===== src/rtl/rxa_pkg.sv =====
package rxa_pkg;
  localparam int unsigned RXA_BYTE_W  = 8;
  localparam int unsigned RXA_MIN_LEN = 5;
  localparam int unsigned RXA_CODE_W  = 2;

  typedef enum logic [1:0] {ST_IDLE, ST_DATA, ST_PAR, ST_STOP} rxa_state_e;

  // number of data bits selected by the length code
  function automatic int unsigned char_bits(input logic [RXA_CODE_W-1:0] code);
    return RXA_MIN_LEN + int'(code);
  endfunction

  // data in the low bits, parity just above when there is room, ones elsewhere
  function automatic logic [RXA_BYTE_W-1:0] pack_byte(
    input logic [RXA_BYTE_W-1:0] data,
    input logic [RXA_CODE_W-1:0] code,
    input logic                  par_en,
    input logic                  par_bit
  );
    logic [RXA_BYTE_W-1:0] b;
    int unsigned n;
    n = char_bits(code);
    for (int i = 0; i < int'(RXA_BYTE_W); i++) begin
      if (i < int'(n))                b[i] = data[i];
      else if (i == int'(n) && par_en) b[i] = par_bit;
      else                            b[i] = 1'b1;
    end
    return b;
  endfunction

  // high when the received parity bit does not match the selected sense
  function automatic logic parity_bad(
    input logic [RXA_BYTE_W-1:0] data,
    input logic [RXA_CODE_W-1:0] code,
    input logic                  par_en,
    input logic                  odd,
    input logic                  par_bit
  );
    logic ones;
    int unsigned n;
    n    = char_bits(code);
    ones = par_bit;
    for (int i = 0; i < int'(RXA_BYTE_W); i++)
      if (i < int'(n)) ones = ones ^ data[i];
    return par_en && (ones != odd);
  endfunction
endpackage


===== src/rtl/rxa_seq.sv =====
module rxa_seq
  import rxa_pkg::*;
#(
  parameter int unsigned BYTE_W = RXA_BYTE_W,
  parameter int unsigned CODE_W = RXA_CODE_W
) (
  input  logic                       clk,
  input  logic                       rst_n,
  input  logic                       start_i,
  input  logic                       bit_stb_i,
  input  logic [CODE_W-1:0]          len_i,
  input  logic                       par_en_i,
  output logic                       start_acc_o,
  output logic                       cap_data_o,
  output logic                       cap_par_o,
  output logic                       cap_stop_o,
  output logic [$clog2(BYTE_W)-1:0]  idx_o
);
  localparam int unsigned IDX_W = $clog2(BYTE_W);

  rxa_state_e       st_q, st_d;
  logic [IDX_W-1:0] cnt_q;
  logic [IDX_W-1:0] last_idx;
  logic             data_done;

  always_comb begin
    last_idx    = IDX_W'(char_bits(len_i) - 1);
    start_acc_o = (st_q == ST_IDLE) && start_i;
    cap_data_o  = (st_q == ST_DATA) && bit_stb_i;
    cap_par_o   = (st_q == ST_PAR)  && bit_stb_i;
    cap_stop_o  = (st_q == ST_STOP) && bit_stb_i;
    data_done   = cap_data_o && (cnt_q == last_idx);
    idx_o       = cnt_q;
  end

  always_comb begin
    st_d = st_q;
    unique case (st_q)
      ST_IDLE: if (start_acc_o) st_d = ST_DATA;
      ST_DATA: if (data_done)   st_d = par_en_i ? ST_PAR : ST_STOP;
      ST_PAR:  if (cap_par_o)   st_d = ST_STOP;
      ST_STOP: if (cap_stop_o)  st_d = ST_IDLE;
      default:                  st_d = ST_IDLE;
    endcase
  end

  always_ff @(posedge clk or negedge rst_n) begin
    if (!rst_n) begin
      st_q  <= ST_IDLE;
      cnt_q <= '0;
    end else begin
      st_q <= st_d;
      if (start_acc_o)     cnt_q <= '0;
      else if (cap_data_o) cnt_q <= cnt_q + 1'b1;
    end
  end

  // the index never runs past the configured last data bit
  p_idx_bound_r2: assert property (@(posedge clk) disable iff (!rst_n)
    (st_q == ST_DATA) |-> (cnt_q <= last_idx));
  // after the stop sample the sequencer is idle again
  p_idle_after_stop_r8: assert property (@(posedge clk) disable iff (!rst_n)
    cap_stop_o |=> (st_q == ST_IDLE));
  // a start pulse during a character does not send the sequencer back to idle
  p_start_busy_r9: assert property (@(posedge clk) disable iff (!rst_n)
    (st_q != ST_IDLE && st_q != ST_STOP && start_i) |=> (st_q != ST_IDLE));
endmodule


===== src/rtl/rxa_shift.sv =====
module rxa_shift
  import rxa_pkg::*;
#(
  parameter int unsigned BYTE_W = RXA_BYTE_W
) (
  input  logic                      clk,
  input  logic                      rst_n,
  input  logic                      clear_i,
  input  logic                      cap_data_i,
  input  logic                      cap_par_i,
  input  logic [$clog2(BYTE_W)-1:0] idx_i,
  input  logic                      bit_i,
  output logic [BYTE_W-1:0]         data_o,
  output logic                      par_o
);
  logic [BYTE_W-1:0] data_q;
  logic              par_q;

  always_ff @(posedge clk or negedge rst_n) begin
    if (!rst_n) begin
      data_q <= '0;
      par_q  <= 1'b0;
    end else if (clear_i) begin
      data_q <= '0;
      par_q  <= 1'b0;
    end else begin
      if (cap_data_i) data_q[idx_i] <= bit_i;
      if (cap_par_i)  par_q         <= bit_i;
    end
  end

  assign data_o = data_q;
  assign par_o  = par_q;

  // a data capture writes the sampled value at the current index
  p_capture_r2: assert property (@(posedge clk) disable iff (!rst_n)
    (cap_data_i && !clear_i) |=> (data_q[$past(idx_i)] == $past(bit_i)));
endmodule


===== src/rtl/rxa_format.sv =====
module rxa_format
  import rxa_pkg::*;
#(
  parameter int unsigned BYTE_W = RXA_BYTE_W,
  parameter int unsigned CODE_W = RXA_CODE_W
) (
  input  logic [BYTE_W-1:0] data_i,
  input  logic              par_i,
  input  logic [CODE_W-1:0] len_i,
  input  logic              par_en_i,
  input  logic              par_odd_i,
  output logic [BYTE_W-1:0] byte_o,
  output logic              par_err_o
);
  always_comb begin
    byte_o    = pack_byte(data_i, len_i, par_en_i, par_i);
    par_err_o = parity_bad(data_i, len_i, par_en_i, par_odd_i, par_i);
  end
endmodule


===== src/rtl/rxa_char_asm.sv =====
module rxa_char_asm
  import rxa_pkg::*;
#(
  parameter int unsigned BYTE_W = RXA_BYTE_W,
  parameter int unsigned CODE_W = RXA_CODE_W
) (
  input  logic              clk,
  input  logic              rst_n,
  input  logic              start_i,
  input  logic              bit_stb_i,
  input  logic              bit_i,
  input  logic [CODE_W-1:0] cfg_len_i,
  input  logic              cfg_par_en_i,
  input  logic              cfg_par_odd_i,
  output logic [BYTE_W-1:0] byte_o,
  output logic              valid_o,
  output logic              par_err_o,
  output logic              frame_err_o
);
  localparam int unsigned IDX_W = $clog2(BYTE_W);

  logic              start_acc, cap_data, cap_par, cap_stop;
  logic [IDX_W-1:0]  idx;
  logic [BYTE_W-1:0] raw_data;
  logic              raw_par;
  logic [BYTE_W-1:0] fmt_byte;
  logic              fmt_par_err;

  rxa_seq #(.BYTE_W(BYTE_W), .CODE_W(CODE_W)) u_seq (
    .clk(clk), .rst_n(rst_n), .start_i(start_i), .bit_stb_i(bit_stb_i),
    .len_i(cfg_len_i), .par_en_i(cfg_par_en_i),
    .start_acc_o(start_acc), .cap_data_o(cap_data), .cap_par_o(cap_par),
    .cap_stop_o(cap_stop), .idx_o(idx)
  );

  rxa_shift #(.BYTE_W(BYTE_W)) u_shift (
    .clk(clk), .rst_n(rst_n), .clear_i(start_acc), .cap_data_i(cap_data),
    .cap_par_i(cap_par), .idx_i(idx), .bit_i(bit_i),
    .data_o(raw_data), .par_o(raw_par)
  );

  rxa_format #(.BYTE_W(BYTE_W), .CODE_W(CODE_W)) u_format (
    .data_i(raw_data), .par_i(raw_par), .len_i(cfg_len_i),
    .par_en_i(cfg_par_en_i), .par_odd_i(cfg_par_odd_i),
    .byte_o(fmt_byte), .par_err_o(fmt_par_err)
  );

  always_ff @(posedge clk or negedge rst_n) begin
    if (!rst_n) begin
      byte_o      <= '0;
      valid_o     <= 1'b0;
      par_err_o   <= 1'b0;
      frame_err_o <= 1'b0;
    end else begin
      valid_o <= cap_stop;
      if (cap_stop) begin
        byte_o      <= fmt_byte;
        par_err_o   <= fmt_par_err;
        frame_err_o <= !bit_i;
      end
    end
  end

  p_valid_pulse_r8: assert property (@(posedge clk) disable iff (!rst_n)
    valid_o |=> !valid_o);
  p_frame_flag_r7: assert property (@(posedge clk) disable iff (!rst_n)
    (cap_stop && !bit_i) |=> (valid_o && frame_err_o));
  // configuration is held steady across a character
  p_no_par_err_r10: assert property (@(posedge clk) disable iff (!rst_n)
    (valid_o && !cfg_par_en_i) |-> !par_err_o);
  p_fill_top_r4: assert property (@(posedge clk) disable iff (!rst_n)
    (valid_o && cfg_len_i != 2'b11 && !cfg_par_en_i) |-> byte_o[BYTE_W-1]);
endmodule


===== config.mk =====
export PLATFORM = sky130hd
export DESIGN_NAME = rxa_char_asm
export DESIGN_NICKNAME = d
export VERILOG_FILES = /design/src/rtl/rxa_pkg.sv /design/src/rtl/rxa_seq.sv /design/src/rtl/rxa_shift.sv /design/src/rtl/rxa_format.sv /design/src/rtl/rxa_char_asm.sv
export SDC_FILE = /design/constraint.sdc
export NUM_CORES = 1
export LEC_CHECK = 0
export CORE_MARGIN = 4
export CORE_UTILIZATION = 35
export CTS_CLUSTER_SIZE = 40
export DETAILED_ROUTE_END_ITERATION = 8
export PLACE_DENSITY = 0.58
export RECOVER_POWER = 25
export SYNTH_ARGS = -nofsm -noshare
export SYNTH_HDL_FRONTEND = slang
export SYNTH_SLANG_ARGS = --single-unit

===== constraint.sdc =====
create_clock -name clk -period 2.37 [get_ports clk]
set_input_delay 0.474 -clock clk [delete_from_list [all_inputs] [get_ports clk]]
set_output_delay 0.474 -clock clk [all_outputs]
set_load 0.02 [all_outputs]

==> results.yml <==
status:
  status: "complete, no violations"
timing:
  tightest_slew_ns: 1.38
  rsz0062_at_grt: "no"
  setup-tns-final_ns: 0
  fin_ws_ns: 0.348
  period_needed_ns: 2.02
  fin_skew_ns: 0.00160
  fmax_mhz: 495
  setup_viol: 0
  slew_headroom: 0.0814
  slew_viol_final: 0
  final.period_utilization: 0.853
  hold_violations: 0
route:
  wl_met2_um: 1340
  dr.max_layer_used: "met4"
  drt-total-wl_um: 2890
  drt-vias-per-instance: 5.00
  routed-via-count: 1056
  post_drt_wl_per_cell_um: 13.7
  route.met3.wl_um: 129
  wl_met1_um: 1390
  ant_nets: 0
  first_iter_violations: 64
  drc: 0
  dr.pass1.iters: 4
floorplan:
  start_util: 0.368
  io_pins: 20
  dieWidth_um: 70.7
  core_um2: 3740
  fp.dieArea_um2: 5000
  rows: 22
  die_h_um: 70.7
clocking:
  cts_inserted_buffers: 3
  worst_skew_pair.late_latency_ns: 0.26
  postCtsSetupBuffers: 0
  cts_tree: "yes"
  clockBufferDepth: 2
  htree_levels: 1
  root_buffer: "clkbuf_8"
  clk_pin_slew_ns: 0.08
  ctsResizeCount: 0
  hold_buffers: 0
  clock_sinks: 25
logic_synthesis:
  synth-main-ff-cell: "dfrtp_1"
  ys_warn_count: 0
  synth_edf_count: 0
  async_flop_share: 1.00
  avgSynthCellArea_um2: 9.76
  ys_seq_area_frac: 0.455
  synth_nets: 156
  ys_seq_elements: 25
  yosys.cell_types.count: 32
  synthesis.area_um2: 1380
  netlist_instances: 141
global_route:
  grt_max_degree: 26
  grt_pass1_wl_um: 4900
  antenna_found_initial: 0
  grt-ovfl-total: 0
  first_global_vias: 1088
  track_usage: 0.122
setup_path:
  worstSetupPathType: "register to register"
  path_max_fanout: 8
  crit_required_ns: 2.52
  worst_ep_arrival_time_ns: 2.17
  critPathCaptureType: "register"
  cp-start-kind: "register"
  reg2reg_from: "u_seq.st_q[1]"
  reg2reg_depth: 6
  r2r_end: "u_seq.st_q[0]"
  r2r_slack_ns: 0.35
hold_path:
  hold_path_class: "register to register"
  whs_path_depth: 2
  hold_path_end: "byte_o[5]"
  hp-start: "byte_o[5]"
placement:
  portBuffers: 19
  place_hpwl_um: 2140
  place_ws_ns: 0.246
  gp_congestion: 0.793
power_and_ir_drop:
  vdd_drop_max_mv: 0.458
  power_leakage_nw: 0.752
  power_density_nw_per_um2: 1100
cells_and_area:
  layout.nets: 179
  antennaDiodeCount: 0
  area_growth_pct: 21.7
  drive_gt1_frac: 0.0859
run:
  maxCapViolations: 0
==> how the worst max path moves through the flow <==
stage | depth (start not counted) | to | start
floorplan | 7 | u_seq.st_q[0] | u_seq.st_q[1]
global placement | 5 | u_seq.st_q[0] | cfg_len_i[0]
detailed placement | 5 | u_seq.st_q[0] | cfg_len_i[0]
CTS | 6 | u_seq.st_q[0] | u_seq.st_q[1]
global route | 2 | u_shift.data_o[4] | rst_n
finish | 6 | u_seq.st_q[0] | u_seq.st_q[1]
==> logic make-up after synthesis <==
| kind of cell | after synthesis | synth area share |
|---|---|---|
| compound gates | 28 | 0.118 |
| xor+xnor | 9 | 0.0773 |
| fa+ha+maj | 6 | 0.0545 |
| buf+inv | 12 | 0.0409 |
| flops | 25 | 0.455 |
| mux | 11 | 0.0855 |
| simple gates | 50 | 0.169 |
==> critical path, cell delays in order (launching register included) <==
cell and delay, ns:
dfrtp_1 0.44, inv_1 0.13, ha_1 0.33, nand3_1 0.13
o31a_1 0.26, or2_1 0.24, o41a_1 0.38
==> Yosys cell counts (all sizes together) (3+ instances only) <==
library cell / count / area, µm²
dfrtp: 25 / 626
nand2: 18 / 67.6
nor2: 14 / 52.6
a21oi: 11 / 55.1
o21ai: 9 / 45.0
ha: 6 / 75.1
mux2: 6 / 67.6
inv: 5 / 18.8
mux2i: 5 / 50.1
xor2: 5 / 43.8
buf: 4 / 26.3
nand2b: 4 / 25.0
nand3: 4 / 20.0
clkbuf: 3 / 11.3
==> layout make-up <==
cell class                 count  area, µm²
clock buffer                   4       45.0
fill                         373       2070
tap                           48       60.1
timing repair buffer          25        231
sequential                    25        626
inverter                       5       18.8
multi-input combinational    104        694
==> power by group <==
part / internal [W] / switching, W
combinational: 0.000441 / 0.000439
sequential: 0.000575 / 0.000142
clock: 0.000120 / 0.000127
==> state kept, by name (all words and copies together), names as in the netlist <==
signal,cells
byte_o,8
frame_err_o,1
par_err_o,1
u_seq.idx_o,3
u_seq.st_q,2
u_shift.data_o,8
u_shift.par_o,1
valid_o,1
==> cell usage in the layout, fill, tap and decap left out, types with 6 or more instances in the layout <==
| cell type | instances |
|---|---|
| o21ai_0 | 9 |
| nand2_1 | 18 |
| nor2_1 | 14 |
| mux2_2 | 6 |
| clkdlybuf4s50_1 | 18 |
| dfrtp_1 | 25 |
| a21oi_1 | 11 |
| ha_1 | 6 |
==> stage by stage <==
step	area, µm²	hold WS (ns)	util	total power (W)	cells
final	1680	0.482	0.448	0.00184	211
after floorplan	1380	0.178	-	0.00129	141
after CTS	1680	0.492	0.449	0.00187	211
after global placement	1630	0.460	0.436	0.00158	207
after global routing	1680	0.524	0.448	0.00199	211
after detailed placement	1630	0.472	0.436	0.00161	207
==> per-layer routing <==
layer / track usage / up-vias
met5: 0 / -
met4: 0.0459 / 0
met3: 0.0256 / 4
met2: 0.199 / 16
met1: 0.160 / 511
li1: - / 525
No activity file was read; power rests on OpenSTA's default activity.
